**config.mk**
```make
export PLATFORM = sky130hd
export DESIGN_NAME = wmb_bridge
export DESIGN_NICKNAME = d
export VERILOG_FILES = /design/src/rtl/wmb_pkg.sv /design/src/rtl/wmb_rst_sync.sv /design/src/rtl/wmb_classify.sv /design/src/rtl/wmb_fwd.sv /design/src/rtl/wmb_errlog.sv /design/src/rtl/wmb_bridge.sv
export SDC_FILE = /design/constraint.sdc
export NUM_CORES = 1
export LEC_CHECK = 0
export BUFFER_PORTS_ARGS = -buffer_cell sky130_fd_sc_hd__buf_2
export CAP_MARGIN = 20
export CORE_ASPECT_RATIO = 0.5
export CORE_MARGIN = 5
export CORE_UTILIZATION = 35
export DETAILED_ROUTE_END_ITERATION = 8
export GPL_TIMING_DRIVEN = 0
export PLACE_DENSITY = 0.63
export SETUP_SLACK_MARGIN = 0.1
export SLEW_MARGIN = 20
export SYNTH_ARGS = -nofsm -noshare
export SYNTH_HDL_FRONTEND = slang
export SYNTH_SLANG_ARGS = --single-unit
```
**constraint.sdc**
```tcl
create_clock -name clk -period 5 [get_ports clk]
set_clock_uncertainty 0.15 [all_clocks]
set_input_delay 1 -clock clk [delete_from_list [all_inputs] [get_ports clk]]
set_output_delay 1 -clock clk [all_outputs]
set_load 0.02 [all_outputs]
```
**src/rtl/wmb_pkg.sv**
```systemverilog
package wmb_pkg;
  typedef enum logic [1:0] {
    CAUSE_NONE     = 2'd0,
    CAUSE_SUBWORD  = 2'd1,
    CAUSE_STRADDLE = 2'd2
  } cause_e;

  localparam logic [1:0] OFS_ADDR = 2'd0;
  localparam logic [1:0] OFS_STAT = 2'd1;
  localparam logic [1:0] OFS_CTRL = 2'd2;
endpackage

```
**src/rtl/wmb_rst_sync.sv**
```systemverilog
module wmb_rst_sync (
  input  logic clk,
  input  logic rst_ni,
  output logic rst_qn
);
  logic [1:0] sync_q;

  always_ff @(posedge clk or negedge rst_ni) begin
    if (!rst_ni) sync_q <= 2'b00;
    else         sync_q <= {sync_q[0], 1'b1};
  end

  assign rst_qn = sync_q[1];
endmodule

```
**src/rtl/wmb_classify.sv**
```systemverilog
module wmb_classify
  import wmb_pkg::*;
#(
  parameter int LANES = 8
) (
  input  logic [LANES-1:0] be,
  output logic             drop,
  output logic             err,
  output logic [1:0]       mask,
  output cause_e           cause
);
  localparam int HALF = LANES / 2;

  logic [HALF-1:0] lo, hi;
  logic lo_any, hi_any, lo_full, hi_full, lo_ok, hi_ok;

  always_comb begin
    lo      = be[HALF-1:0];
    hi      = be[LANES-1:HALF];
    lo_any  = |lo;
    hi_any  = |hi;
    lo_full = &lo;
    hi_full = &hi;
    lo_ok   = lo_full || !lo_any;
    hi_ok   = hi_full || !hi_any;
    drop    = !lo_any && !hi_any;
    err     = !drop && !(lo_ok && hi_ok);
    if (drop)     mask = 2'b00;
    else if (err) mask = 2'b11;
    else          mask = {hi_any, lo_any};
    if (!err)                  cause = CAUSE_NONE;
    else if (lo_any && hi_any) cause = CAUSE_STRADDLE;
    else                       cause = CAUSE_SUBWORD;
  end


  always_comb begin
    clean_half_chk: assert (err || !mask[0] || (be[HALF-1:0] == {HALF{1'b1}}))
      else $error("clean mask with partial lower half");
  end
endmodule

```
**src/rtl/wmb_fwd.sv**
```systemverilog
module wmb_fwd #(
  parameter int ADDR_W = 32,
  parameter int LANES  = 8
) (
  input  logic                       clk,
  input  logic                       rst_ni,
  input  logic                       take,
  input  logic [ADDR_W-1:0]          addr_in,
  input  logic [8*LANES-1:0]         data_in,
  input  logic [1:0]                 mask_in,
  output logic                       mem_valid,
  output logic [ADDR_W-$clog2(LANES)-1:0] mem_addr,
  output logic [8*LANES-1:0]         mem_data,
  output logic [1:0]                 mem_mask
);
  localparam int OFS_W = $clog2(LANES);
  localparam int DW_W  = ADDR_W - OFS_W;

  logic              valid_n;
  logic [DW_W-1:0]   addr_n;
  logic [8*LANES-1:0] data_n;
  logic [1:0]        mask_n;

  always_comb begin
    valid_n = take;
    addr_n  = mem_addr;
    data_n  = mem_data;
    mask_n  = mem_mask;
    if (take) begin
      addr_n = addr_in[ADDR_W-1:OFS_W];
      data_n = data_in;
      mask_n = mask_in;
    end
  end

  always_ff @(posedge clk or negedge rst_ni) begin
    if (!rst_ni) begin
      mem_valid <= 1'b0;
      mem_addr  <= '0;
      mem_data  <= '0;
      mem_mask  <= 2'b00;
    end else begin
      mem_valid <= valid_n;
      mem_addr  <= addr_n;
      mem_data  <= data_n;
      mem_mask  <= mask_n;
    end
  end


  strobe_has_mask_chk: assert property (@(posedge clk) disable iff (!rst_ni)
    mem_valid |-> (mem_mask != 2'b00));


  data_passthru_chk: assert property (@(posedge clk) disable iff (!rst_ni)
    take |=> (mem_valid && mem_data == $past(data_in)));
endmodule

```
**src/rtl/wmb_errlog.sv**
```systemverilog
module wmb_errlog
  import wmb_pkg::*;
#(
  parameter int ADDR_W = 32
) (
  input  logic              clk,
  input  logic              rst_ni,
  input  logic              err_evt,
  input  cause_e            cause_in,
  input  logic [ADDR_W-1:0] addr_in,
  input  logic              reg_wr,
  input  logic [1:0]        reg_addr,
  input  logic              reg_wbit,
  output logic [31:0]       reg_rdata,
  output logic              irq
);
  logic              pend_q, ovf_q, en_q;
  cause_e            cause_q;
  logic [ADDR_W-1:0] addr_q;

  logic              pend_n, ovf_n, en_n, clr, cap;
  cause_e            cause_n;
  logic [ADDR_W-1:0] addr_n;

  always_comb begin
    clr     = reg_wr && (reg_addr == OFS_STAT) && reg_wbit;
    pend_n  = pend_q;
    ovf_n   = ovf_q;
    cause_n = cause_q;
    en_n    = en_q;
    if (reg_wr && reg_addr == OFS_CTRL) en_n = reg_wbit;
    if (clr) begin
      pend_n  = 1'b0;
      ovf_n   = 1'b0;
      cause_n = CAUSE_NONE;
    end
    cap = err_evt && !pend_n;
    if (err_evt && pend_n) ovf_n = 1'b1;
    if (cap) begin
      pend_n  = 1'b1;
      cause_n = cause_in;
    end
    addr_n = cap ? addr_in : addr_q;
  end

  always_ff @(posedge clk or negedge rst_ni) begin
    if (!rst_ni) begin
      pend_q  <= 1'b0;
      ovf_q   <= 1'b0;
      en_q    <= 1'b0;
      cause_q <= CAUSE_NONE;
      addr_q  <= '0;
    end else begin
      pend_q  <= pend_n;
      ovf_q   <= ovf_n;
      en_q    <= en_n;
      cause_q <= cause_n;
      addr_q  <= addr_n;
    end
  end

  always_comb begin
    case (reg_addr)
      OFS_ADDR: reg_rdata = 32'(addr_q);
      OFS_STAT: reg_rdata = {28'd0, cause_q, ovf_q, pend_q};
      OFS_CTRL: reg_rdata = {31'd0, en_q};
      default:  reg_rdata = 32'd0;
    endcase
  end

  assign irq = pend_q && en_q;


  ovf_set_chk: assert property (@(posedge clk) disable iff (!rst_ni)
    (pend_q && err_evt && !clr) |=> ovf_q);


  first_kept_chk: assert property (@(posedge clk) disable iff (!rst_ni)
    (pend_q && !clr) |=> ($stable(addr_q) && $stable(cause_q)));


  fresh_capture_chk: assert property (@(posedge clk) disable iff (!rst_ni)
    (err_evt && (!pend_q || clr)) |=> (pend_q && !ovf_q && addr_q == $past(addr_in)));


  irq_hold_chk: assert property (@(posedge clk) disable iff (!rst_ni)
    (irq && !clr && !(reg_wr && reg_addr == OFS_CTRL)) |=> irq);
endmodule

```
**src/rtl/wmb_bridge.sv**
```systemverilog
module wmb_bridge
  import wmb_pkg::*;
#(
  parameter int ADDR_W = 32,
  parameter int LANES  = 8
) (
  input  logic                        clk,
  input  logic                        rst_n,
  input  logic                        bus_valid,
  input  logic [ADDR_W-1:0]           bus_addr,
  input  logic [LANES-1:0]            bus_be,
  input  logic [8*LANES-1:0]          bus_data,
  output logic                        mem_valid,
  output logic [ADDR_W-$clog2(LANES)-1:0] mem_addr,
  output logic [8*LANES-1:0]          mem_data,
  output logic [1:0]                  mem_mask,
  input  logic                        reg_wr,
  input  logic [1:0]                  reg_addr,
  input  logic                        reg_wbit,
  output logic [31:0]                 reg_rdata,
  output logic                        irq
);
  logic   rst_qn, drop, err, take, err_evt;
  logic [1:0] mask;
  cause_e cause;

  wmb_rst_sync u_rst (
    .clk    (clk),
    .rst_ni (rst_n),
    .rst_qn (rst_qn)
  );

  wmb_classify #(.LANES(LANES)) u_cls (
    .be    (bus_be),
    .drop  (drop),
    .err   (err),
    .mask  (mask),
    .cause (cause)
  );

  assign take    = bus_valid && !drop;
  assign err_evt = bus_valid && err;

  wmb_fwd #(.ADDR_W(ADDR_W), .LANES(LANES)) u_fwd (
    .clk       (clk),
    .rst_ni    (rst_qn),
    .take      (take),
    .addr_in   (bus_addr),
    .data_in   (bus_data),
    .mask_in   (mask),
    .mem_valid (mem_valid),
    .mem_addr  (mem_addr),
    .mem_data  (mem_data),
    .mem_mask  (mem_mask)
  );

  wmb_errlog #(.ADDR_W(ADDR_W)) u_log (
    .clk       (clk),
    .rst_ni    (rst_qn),
    .err_evt   (err_evt),
    .cause_in  (cause),
    .addr_in   (bus_addr),
    .reg_wr    (reg_wr),
    .reg_addr  (reg_addr),
    .reg_wbit  (reg_wbit),
    .reg_rdata (reg_rdata),
    .irq       (irq)
  );


  err_full_mask_chk: assert property (@(posedge clk) disable iff (!rst_qn)
    (bus_valid && bus_be != 8'h00 && bus_be != 8'h0F && bus_be != 8'hF0 && bus_be != 8'hFF)
      |=> (mem_valid && mem_mask == 2'b11));


  word_mask_chk: assert property (@(posedge clk) disable iff (!rst_qn)
    (bus_valid && bus_be == 8'h0F) |=> (mem_valid && mem_mask == 2'b01));
endmodule

```
==> results by group <==
Routing
  – Detailed Route Iter0 Violations: around 110
  – Via count: about 3,700
  – DRC Markers: 0
  – WL/cell: about 16 um
  – Drt first pass iters: 6
  – Via/cell ratio: between 4 and 5
  – DRT Wirelength: roughly 13,000 um
  – Routed Antenna Nets: 0

Synthesis
  – Post-synthesis sequential area ratio: a little over three fifths
  – Number of synthesized register bits: about 140
  – Xor/xnor share of the synthesized area: 0%
  – Synth area leaders: dfrtp_1 (63%), mux2_2 (18%), mux2_1 (7.7%), and2_1 (3.5%), buf_6 (1.9%)
  – Top cell type's share of synthesized area: around 63%
  – Largest family of logic cells by synthesized area: multiplexers
  – Area leader, netlist: dfrtp_1
  – Synth cell types: 24
  – Synth Area in Simple Gates: between 5 and 6%
  – Adder-cell area share of the yosys netlist: 0%
  – Post-synthesis average cell area: 15.5 um^2
  – Mapped Cells: 348
  – Multiplexer area fraction after synthesis: around 28%
  – Syn. warnings: 0
  – Compound-cell area share of the yosys netlist: 1.39%
  – Netlist Area Pre-Place: 5400 um^2
  – Syn Nets: about 460

Clock tree
  – H-tree depth: 4
  – Clock root buffer: clkbuf_16
  – Maximum clock path buffer count: 2
  – Setup Buffers After CTS: 0
  – CTS clk-pin slew, worst paths: roughly 0.07 ns
  – CTS tree: done
  – Worst-skew pair later-pin latency: ~0.40 ns
  – Cts bufs inserted: 17
  – Clk sinks: roughly 140
  – # resized after CTS: 0
  – # hold bufs at CTS: 0

Setup path
  – Critical path type: in -> out
  – Slowest stage delay, CP: a little under 0.6 ns
  – Worst path bufs/invs: 3
  – Endpoint class of the critical path: output port
  – Critical Path Stages: 5
  – Startpoint types: input port
  – Top delay family on crit path: simple AND/OR/NAND/NOR gates
  – Worst reg2reg path depth: 4
  – Critical path's most frequent cell: buf_2
  – Critical path data required time: 3.85 ns
  – Critical path's slowest cell: nor2_1
  – Crit Path Max Fanout: 10
  – CP arrival: between 2 and 3 ns
  – CP Cell Sequence: buf_2 -> nor2_1 -> clkbuf_1 -> and2_1 -> buf_2

Global route
  – First-pass GRT wire length: ~21,000 um
  – GRT Util Overall: between 10% and 20%
  – Pin count of the biggest net entering global routing: 47
  – Vias in the first global route: 4,046
  – Initial antenna violation count: 0
  – Total grt overflow: 0

Layout
  – Commonest cells after routing, fill and taps aside: buf_2 (245), dfrtp_1 (134), mux2_2 (88)
  – Fill count: ~1,400
  – Layout cells sized above 1: between 60% and 70%
  – Area delta synth->final: 40.5%
  – Finished Layout Cells: 823
  – Antenna Cells: 0
  – Area of the multi-input gates: ~1900 um^2
  – Nets: 718
  – Commonest non-fill, non-tap cell in the layout: buf_2
  – Register Area: between 3000 and 4000 um^2

Placed design
  – Port Buffers: roughly 240
  – Dpl cells: 792
  – Routability congestion estimate: 0.703
  – Post-DP HPWL: between 10,000 and 15,000 um

Power
  – Peak supply drop: roughly 0.23 mV
  – Static leakage: ~3.7 nW
  – Power density over cell area: 438 nW/um^2
  – Total power: about 3.3 mW

Floorplan
  – Die width: 186 um
  – # IOs: 240
  – Initial Utilization: a little over a third
  – Area of the core: roughly 15,000 um^2
  – Die area: 18,100 um^2
  – FP Rows: 32
  – Die height: a little under 100 um

STA
  – Unrepaired setup endpoints after global routing: no
  – Hold_ws: between 0.15 and 0.2 ns
  – Final period utilization: 74.1%
  – Final-report hold violation count: 0
  – Headroom to the max-slew limit: between 50% and 60%
  – Fmax: ~270 MHz
  – Worst Tran Pin Value: between 0.7 and 0.8 ns
  – Fin crit period: approximately 3.7 ns
  – Setup violations, final: 0
  – Max-slew violations: 0

Run
  – Max Cap Viol: 0

Run status
  – Status: finished clean

Hold path
  – Hold WC Path Type: reg -> async
-- worst register-to-register path: stages, from the launching register on --
cell	delay [ns]
dfrtp_1	0.40
nand2_1	0.07
nor3b_2	0.54
buf_6	0.25
mux2_2	0.35
-- worst paths after layout --
| check | start | end | slack [ns] |
|---|---|---|---|
| max in group asynchronous | u_rst.sync_q[1]$_DFF_PN0_ | u_fwd.mem_addr[26]$_DFFE_PN0P_ | 3.56 |
| hold reg to reg | u_rst.sync_q[1]$_DFF_PN0_ | u_fwd.mem_addr[0]$_DFFE_PN0P_ | 0.20 |
| setup reg to reg | u_log.pend_q$_DFF_PN0_ | u_log.addr_q[25]$_DFFE_PN0P_ | 3.12 |
| setup / recovery | reg_addr[0] | reg_rdata[15] | 1.30 |
| min in group clk | u_rst.sync_q[0]$_DFF_PN0_ | u_rst.sync_q[1]$_DFF_PN0_ | 0.20 |
| hold / removal | u_rst.sync_q[1]$_DFF_PN0_ | u_fwd.mem_addr[0]$_DFFE_PN0P_ | 0.20 |
-- sequential cells by signal (all words and copies together), names as in the netlist, 2 cells and up --
| register | cells |
|---|---|
| u_fwd.mem_data | 64 |
| u_fwd.mem_addr | 29 |
| u_log.cause_q | 2 |
| u_log.addr_q | 32 |
| u_fwd.mem_mask | 2 |
| u_rst.sync_q | 2 |
-- cell usage after synthesis --
master and n:
dfrtp_1 135, mux2_2 88, mux2_1 37, and2_1 30
buf_6 9, nand2_1 9, buf_2 7, mux2i_1 5
nor2_1 5, o21ai_0 4, a21oi_1 2, clkbuf_1 2
inv_1 2, mux2_4 2, nand4_1 2, a22oi_4 1
conb_1 1, nand4b_1 1, nor2b_1 1, nor3b_2 1
o21a_1 1, o21ai_4 1, or4_1 1, or4_4 1
-- layout make-up --
type | instances | area share (%)
clock buffer | 20 | 6.03
timing repair buffer | 240 | 16.4
sequential | 135 | 44.6
inverter | 2 | 0.0991
clock inverter | 11 | 2.92
buffer | 18 | 1.90
multi-input combinational | 193 | 24.6
tap | 204 | 3.37
-- where the power goes --
part           leakage [nW]  internal [mW]  switching [mW]
clock network         0.323          0.963           0.474
registers              1.58           1.26          0.0772
logic                  1.78          0.257           0.296
-- per-stage QoR --
stage / setup TNS (ns) / util, % / worst slack [ns] / cell area, um^2
global route: 0 / 49.7 / 1.11 / 7580
detailed placement: 0 / 45.2 / 1.19 / 6900
global placement: -119.11 / 44.8 / -0.909 / 6840
floorplan: 0 / - / 0.810 / 5400
finish: 0 / 49.7 / 1.30 / 7580
CTS: 0 / 49.7 / 1.20 / 7580
-- layer usage --
metal  track usage (%)  up-vias  part of all wire, %
met1              16.9     1846                   39
met3              4.06       17                  5.4
li1                  -     1728                    -
met2              27.4       89                   54
met4              4.87        0                  1.8
met5                 0        -                    0
-- logic make-up (layout without fill, tap and decap cells) --
family                 count (synthesis)  after routing
AO/OA/AOI/OAI                          9              9
buffers and inverters                 20            291
flip-flops                           135            135
multiplexers                         132            132
other                                  1              1
AND/OR/NAND/NOR                       51             51
(Power assumes the default switching activity.)
